**src/rtl/irq_front_pkg.sv**
```systemverilog
package irq_front_pkg;

    // number of request sources, index 0 is highest priority
    localparam int NSRC     = 5;
    localparam int VEC_W    = 16;
    localparam int MSK_W    = 3;
    localparam int SYNC_W   = NSRC + 1;

    // source indices
    localparam int IX_NMI   = 0;
    localparam int IX_EDGE  = 1;
    localparam int IX_LVH   = 2;
    localparam int IX_LVL   = 3;
    localparam int IX_EXT   = NSRC - 1;
    localparam int IX_SER   = NSRC;

    // vector per source, element 0 is the nmi vector
    localparam logic [NSRC-1:0][VEC_W-1:0] VEC_TAB = {
        16'h0000, 16'h002C, 16'h0034, 16'h003C, 16'h0024
    };

    // control word bit positions
    localparam int CW_MSK_EN  = 3;
    localparam int CW_EDGE_CL = 4;
    localparam int CW_IGN     = 5;
    localparam int CW_SER_EN  = 6;
    localparam int CW_SER_VAL = 7;

    typedef struct packed {
        logic nmi_prev;
        logic edge_prev;
        logic nmi_lat;
        logic edge_lat;
    } cond_st_t;

    typedef struct packed {
        logic            req;
        logic [NSRC-1:0] sel;
        logic            ien;
        logic [MSK_W-1:0] msk;
        logic            ser_out;
    } core_st_t;

endpackage

```
**src/rtl/irq_sync.sv**
```systemverilog
module irq_sync #(
    parameter int W      = 6,
    parameter int STAGES = 2
) (
    input  logic         clk,
    input  logic         rst_n,
    input  logic [W-1:0] d_in,
    output logic [W-1:0] q_out
);

    generate
        if (STAGES == 0) begin : g_bypass
            logic clk_unused;
            logic rst_unused;
            assign clk_unused = clk;
            assign rst_unused = rst_n;
            assign q_out = d_in;
        end else begin : g_chain
            logic [STAGES-1:0][W-1:0] chain_d;
            logic [STAGES-1:0][W-1:0] chain_q;

            always_comb begin
                chain_d[0] = d_in;
                for (int i = 1; i < STAGES; i++) begin
                    chain_d[i] = chain_q[i-1];
                end
            end

            always_ff @(posedge clk or negedge rst_n) begin
                if (!rst_n) begin
                    chain_q <= '0;
                end else begin
                    chain_q <= chain_d;
                end
            end

            assign q_out = chain_q[STAGES-1];
        end
    endgenerate

endmodule

```
**src/rtl/irq_src_cond.sv**
```systemverilog
module irq_src_cond
    import irq_front_pkg::*;
(
    input  logic clk,
    input  logic rst_n,
    input  logic nmi_s,
    input  logic edge_s,
    input  logic nmi_clr,
    input  logic edge_clr,
    output logic nmi_live,
    output logic edge_pend
);

    cond_st_t st_d;
    cond_st_t st_q;
    logic     nmi_rise;
    logic     edge_rise;

    always_comb begin
        st_d           = st_q;
        nmi_rise       = nmi_s & ~st_q.nmi_prev;
        edge_rise      = edge_s & ~st_q.edge_prev;
        st_d.nmi_prev  = nmi_s;
        st_d.edge_prev = edge_s;
        // a fresh edge wins over a clear in the same cycle
        st_d.nmi_lat   = nmi_rise  | (st_q.nmi_lat  & ~nmi_clr);
        st_d.edge_lat  = edge_rise | (st_q.edge_lat & ~edge_clr);
    end

    always_ff @(posedge clk or negedge rst_n) begin
        if (!rst_n) begin
            st_q <= '0;
        end else begin
            st_q <= st_d;
        end
    end

    // nmi needs the armed latch and a still-high pin
    assign nmi_live  = st_q.nmi_lat & nmi_s;
    assign edge_pend = st_q.edge_lat;

endmodule

```
**src/rtl/irq_pick.sv**
```systemverilog
module irq_pick
    import irq_front_pkg::*;
(
    input  logic [NSRC-1:0]  cand,
    input  logic [NSRC-1:0]  sel,
    output logic [NSRC-1:0]  grant,
    output logic [VEC_W-1:0] vec,
    output logic             nonvec
);

    logic [NSRC:0] above;

    assign above[0] = 1'b0;

    generate
        for (genvar i = 0; i < NSRC; i++) begin : g_prio
            assign grant[i]   = cand[i] & ~above[i];
            assign above[i+1] = above[i] | cand[i];
        end
    endgenerate

    always_comb begin
        vec = '0;
        for (int i = 0; i < NSRC; i++) begin
            if (sel[i]) begin
                vec = vec | VEC_TAB[i];
            end
        end
    end

    assign nonvec = sel[IX_EXT];

endmodule

```
**src/rtl/irq_front.sv**
```systemverilog
module irq_front
    import irq_front_pkg::*;
#(
    parameter int SYNC_STAGES = 2
) (
    input  logic             clk,
    input  logic             rst_n,
    input  logic             nmi_in,
    input  logic             edg_in,
    input  logic             lvh_in,
    input  logic             lvl_in,
    input  logic             ext_in,
    input  logic             ser_in,
    input  logic             insn_end,
    input  logic             ien_set,
    input  logic             ien_clr,
    input  logic             ack,
    input  logic             mask_wr,
    input  logic [7:0]       mask_wdata,
    output logic             irq_req,
    output logic [VEC_W-1:0] irq_vec,
    output logic             irq_nonvec,
    output logic [7:0]       stat_word,
    output logic             ser_out
);

    logic [SYNC_W-1:0] pins_raw;
    logic [SYNC_W-1:0] pins_s;
    logic              nmi_live;
    logic              edge_pend;
    logic              nmi_clr;
    logic              edge_clr;
    logic              ack_ok;
    logic [NSRC-1:0]   cand;
    logic [NSRC-1:0]   grant;
    logic              wr_unused;
    core_st_t          st_d;
    core_st_t          st_q;

    assign wr_unused = mask_wdata[CW_IGN];

    assign pins_raw = {ser_in, ext_in, lvl_in, lvh_in, edg_in, nmi_in};

    irq_sync #(
        .W      (SYNC_W),
        .STAGES (SYNC_STAGES)
    ) u_sync (
        .clk   (clk),
        .rst_n (rst_n),
        .d_in  (pins_raw),
        .q_out (pins_s)
    );

    irq_src_cond u_cond (
        .clk       (clk),
        .rst_n     (rst_n),
        .nmi_s     (pins_s[IX_NMI]),
        .edge_s    (pins_s[IX_EDGE]),
        .nmi_clr   (nmi_clr),
        .edge_clr  (edge_clr),
        .nmi_live  (nmi_live),
        .edge_pend (edge_pend)
    );

    // eligibility of each source at this cycle
    always_comb begin
        cand          = '0;
        cand[IX_NMI]  = nmi_live;
        cand[IX_EDGE] = st_q.ien & ~st_q.msk[2] & edge_pend;
        cand[IX_LVH]  = st_q.ien & ~st_q.msk[1] & pins_s[IX_LVH];
        cand[IX_LVL]  = st_q.ien & ~st_q.msk[0] & pins_s[IX_LVL];
        cand[IX_EXT]  = st_q.ien & pins_s[IX_EXT];
    end

    irq_pick u_pick (
        .cand   (cand),
        .sel    (st_q.sel),
        .grant  (grant),
        .vec    (irq_vec),
        .nonvec (irq_nonvec)
    );

    assign ack_ok   = ack & st_q.req;
    assign nmi_clr  = ack_ok & st_q.sel[IX_NMI];
    assign edge_clr = (ack_ok & st_q.sel[IX_EDGE])
                    | (mask_wr & mask_wdata[CW_EDGE_CL]);

    always_comb begin
        st_d = st_q;

        if (ien_set) begin
            st_d.ien = 1'b1;
        end
        if (ien_clr || ack_ok) begin
            st_d.ien = 1'b0;
        end

        if (mask_wr && mask_wdata[CW_MSK_EN]) begin
            st_d.msk = mask_wdata[MSK_W-1:0];
        end
        if (mask_wr && mask_wdata[CW_SER_EN]) begin
            st_d.ser_out = mask_wdata[CW_SER_VAL];
        end

        if (ack_ok) begin
            st_d.req = 1'b0;
            st_d.sel = '0;
        end else if (!st_q.req && insn_end && (|grant)) begin
            st_d.req = 1'b1;
            st_d.sel = grant;
        end
    end

    always_ff @(posedge clk or negedge rst_n) begin
        if (!rst_n) begin
            st_q         <= '0;
            st_q.msk     <= '1;
        end else begin
            st_q <= st_d;
        end
    end

    assign irq_req   = st_q.req;
    assign ser_out   = st_q.ser_out;
    assign stat_word = {pins_s[IX_SER], edge_pend, pins_s[IX_LVH],
                        pins_s[IX_LVL], st_q.ien, st_q.msk};

endmodule

```
**config.mk**
```make
export PLATFORM = sky130hd
export DESIGN_NAME = irq_front
export DESIGN_NICKNAME = d
export VERILOG_FILES = /design/src/rtl/irq_front_pkg.sv /design/src/rtl/irq_sync.sv /design/src/rtl/irq_src_cond.sv /design/src/rtl/irq_pick.sv /design/src/rtl/irq_front.sv
export SDC_FILE = /design/constraint.sdc
export NUM_CORES = 1
export LEC_CHECK = 0
export ABC_CLOCK_PERIOD_IN_PS = 2300
export BUFFER_PORTS_ARGS = -buffer_cell sky130_fd_sc_hd__buf_2
export CAP_MARGIN = 20
export CELL_PAD_IN_SITES_DETAIL_PLACEMENT = 1
export CELL_PAD_IN_SITES_GLOBAL_PLACEMENT = 1
export CORE_MARGIN = 2
export CORE_UTILIZATION = 38
export CTS_CLUSTER_SIZE = 40
export DETAILED_ROUTE_END_ITERATION = 10
export PLACE_DENSITY_LB_ADDON = 0.1
export SYNTH_ARGS = -nofsm -noshare
export SYNTH_HDL_FRONTEND = slang
export SYNTH_SLANG_ARGS = --single-unit
```
**constraint.sdc**
```tcl
create_clock -name clk -period 2.3 [get_ports clk]
set_input_delay 0.46 -clock clk [delete_from_list [all_inputs] [get_ports clk]]
set_output_delay 0.46 -clock clk [all_outputs]
set_load 0.02 [all_outputs]
```
Word level (Yosys, flattened, before mapping):

Cells that the tools add are included.
W data, S select, Z words.

* multiplexer cells: 8
* bitwise operators: 37
* reduce and logical (&&, ||, !) cells: 9

Operator list (number)
* $mux W6: 6
* $and A1 B1 Y1: 20
* $not A1 Y1: 11
* $or A1 B1 Y1: 6
* $reduce_or A5 Y1: 1
* $logic_and A1 B1 Y1: 4
* $reduce_bool A2 Y1: 2
* $mux W1: 2
* $logic_not A1 Y1: 1
* $logic_or A1 B1 Y1: 1

* bits in registers: 27
* input port bits: 21
* output and inout bits: 27
* logic and storage cells: 65

Longest topological paths before layout:

* depth in word-level cells: 12
* gate-level depth with buffers: 4

Cells and area by module:

A second synthesis with hierarchy kept.

* cells, all modules: 98
* area, all modules: 1206.2 µm²

Modules (own cells, without submodules)
* irq_front: instances 1, cells each 51, area each 598.1 µm², sequential area each 279.0 µm²
* irq_sync: instances 1, cells each 12, area each 300.3 µm², sequential area each 300.3 µm²
* irq_pick: instances 1, cells each 24, area each 170.2 µm², sequential area each 0.0 µm²
* irq_src_cond: instances 1, cells each 11, area each 137.6 µm², sequential area each 100.1 µm²

Worst setup path before layout:

No wires, ideal clock.

* kind: register -> output
* from: reg st_q[6] in the netlist's numbering
* to: out irq_vec[5]
* arrival time: 1332 ps
* slack: 508 ps
* stages on the path, launching flop included: 4
* path buffers: 1
* path through: dfrtp_1 or2_1 or3_1 buf_4

* cells in the longest elaborated chain, start to end: 3

Ends and longest elaborated chain
* from (decl): line irq_front.sv:38 `core_st_t st_q;`
* from (signal assigned): line irq_front.sv:119 `st_q <= st_d;`
* $mux W6 (3 in series): line irq_pick.sv:25 `if (sel[i]) begin`
* to (decl): line irq_front.sv:21 `output logic [VEC_W-1:0] irq_vec,`

No other way between the ends.

Final worst setup path:

Same ends and word-level chain as after synthesis.

==> summary.md <==
| Metric | Value |
|---|---|
| Status | complete, no violations |
| RSZ-0062 raised after global routing | false |
| Slew Viols, Final | 0 |
| Via/cell ratio | 4.70 |
| Antenna Nets Post-Route | 0 |
| Sink Count | 27 |
| Synthesized flop and latch total | 27 |
| Final Wtd Congestion | 0.751 |
| Top area cells in the synthesized netlist | dfrtp_1, buf_4, dfstp_2, mux2_2, a31o_1 |
| Initial antenna violation count | 0 |
| # H-tree levels | 1 |
| Setup violators final | 0 |
| CTS tree | yes |
| CP Max Fanout | 4 |
| Commonest non-fill, non-tap cells in the layout | buf_2, dfrtp_1, conb_1 |
| Die area | 0.00348 mm² |
| Most common cell after layout, fill and taps aside | buf_2 |
| First-pass GRT wire length | 3.22 mm |
| Cell taking the most area after synthesis | dfrtp_1 |
| Row Count | 19 |
| Final cycle utilization of the critical path | 0.849 |
| Overall routing resource usage | 0.124 |
| Avg Inst Size Synth | 12.2 µm² |
| First DRT Iteration DRCs | 13 |
| Final hold viol count | 0 |
| Clock Power Share | 0.199 |
| Worst Skew | 0.0210 ns |
| Critical path startpoint | st_q[6] |
| Cts hold-fix bufs | 0 |
| Placed insts | 149 |
| Tmin final | 1.95 ns |
| Chip Width | 59.0 µm |
| Total congestion overflow | 0 |
| Final Power | 1.04 mW |
| Kind of critical path | reg -> out |
| Sequential-to-total area share from yosys stat | 0.591 |
| Layout Nets | 144 |
| Area of the core | 0.00281 mm² |
| Slew @ Worst Pin | 0.586 ns |
| CP Capture Point | irq_vec[5] |
| Int Pwr | 0.694 mW |
| Worst flop-to-flop path startpoint | stat_word[2] |
| Vias in the first global route | 758 |
| Largest net degree at the start of global routing | 28 |
| Sum Neg Setup Slack | 0 ns |
| Max-cap violation count | 0 |
| Syn. warnings | 0 |
| Logic pwr share | 0.254 |
| Signal arrival time at the worst endpoint | 1.49 ns |
| TritonRoute pass-1 iters | 4 |
| Clock root cell | clkbuf_4 |
| Reg2reg path depth | 4 |
| IO buf count | 34 |
| Synthesis-to-finish area growth | 10.7% |
| Setup repair bufs after CTS | 0 |
| Post-layout util | 0.454 |
| Setup crit end kind | primary output |
| Wire length per cell | 12.4 µm |
| Clk pin slew, worst setup/hold paths | 0.16 ns |
| Post-synth top area share | 0.522 |
| WL final | 1.90 mm |
| Worst EP required | 1.84 ns |
| Vias | 719 |
| Worst Hold Class | in -> async |
| Ant diodes | 0 |
| Psw | 0.341 mW |
| Slack of the worst reg-to-reg path | 0.99 ns |
| Count of non-filler cells in the finished layout | 153 |
| Post_cts resized | 0 |
| Switching Fraction | 0.330 |
| Die Span Y | 59.0 µm |
| Starting Density | 0.410 |
| Share of layout cells above drive strength 1 | 0.426 |
| CTS Buf Count | 3 |
| F_max | 512 MHz |
| I/O pin cnt | 48 |
| DRC viols | 0 |
| CTS Buffer Depth | 2 |
| Flop pwr share | 0.547 |
| Reg-to-Reg End | irq_req |
| Worst-skew pair later-pin latency | 0.33 ns |
| P_leak | 0.648 nW |
| VDD IR-drop max | 0.417 mV |
| HPWL Detailed | 1.52 mm |
| Post-synth cell types | 23 |
| Mapped Cells | 94 |
| Worst slew margin | 0.609 |
| Power Density | 813 mW/mm² |
| Critical Path Start Type | register |
| Mapped Area | 0.00115 mm² |
-- synth_stat cells, drive strengths merged --
master   n
nor4     1
conb     1
o21ai    5
nor2     3
nand3b   2
nor3b    1
nor3     1
a31o     5
mux2     4
dfrtp   24
buf     21
nand3    5
and2b    1
dfstp    3
or3      1
o21a     1
or2      2
nor2b    1
nand2    9
inv      3
-- kinds of logic (layout without fill, tap and decap cells) --
logic type	after synthesis	in the layout	share of synthesized area
DFF	27	27	0.591
and+or+nand+nor	27	27	0.144
buffers and inverters	24	41	0.147
AOI/OAI and AO/OA	11	11	0.0762
muxes	4	4	0.0392
other	1	12	0.00326
-- sequential cells by signal, summed over array words and instances (netlist names) --
signal and count:
u_sync.g_chain.chain_d 6, u_sync.q_out 6, st_q 5, stat_word 4
u_cond.st_q 3, irq_req 1, ser_out 1, u_cond.edge_pend 1
-- worst min-delay path by stage --
stage	from	slack, ns	end	cells past startpoint
6_report	rst_n	0.11	u_sync.q_out[2]	1
4_1_cts	rst_n	0.11	ser_out	1
3_5_place_dp	u_sync.g_chain.chain_d[10]	0.34	u_sync.q_out[4]	0
3_3_place_gp	u_sync.g_chain.chain_d[8]	0.33	u_sync.q_out[2]	0
5_1_grt	rst_n	0.12	ser_out	1
2_1_floorplan	rst_n	0.16	irq_req	0
-- routing by layer --
layer / global-route usage / wire (µm) / vias up
li1: - / - / 334
met1: 0.148 / 786 / 348
met2: 0.216 / 958 / 35
met3: 0.0240 / 137 / 2
met4: 0.0584 / 19 / 0
met5: 0 / 0 / -
-- metrics by stage --
step	area [µm²]	worst slack, ns	hold WS, ns
after global routing	1270	0.246	0.119
after global placement	1240	0.750	0.333
final	1270	0.348	0.107
after detailed placement	1240	0.723	0.336
after floorplan	1190	0.508	0.164
after CTS	1270	0.319	0.115
-- layout make-up --
type	instances	area [µm²]
tap	31	38.8
timing repair buffer	34	170
fill	326	1530
multi-input combinational	54	343
inverter	3	11.3
sequential	27	679
clock buffer	3	22.5
clock inverter	1	7.51
-- power by group through the flow --
stage               clock network, mW  logic (mW)  registers (mW)
floorplan                           0       0.217           0.577
global placement                    0       0.261           0.573
detailed placement                  0       0.267           0.577
CTS                             0.221       0.268           0.568
global route                    0.239       0.291           0.575
finish                          0.206       0.263           0.566
-- critical path, stage by stage, from the launching register on --
cell and delay (ns):
dfrtp_1 0.43, or2_1 0.24, or3_1 0.32, buf_2 0.17
(Power assumes the default switching activity.)
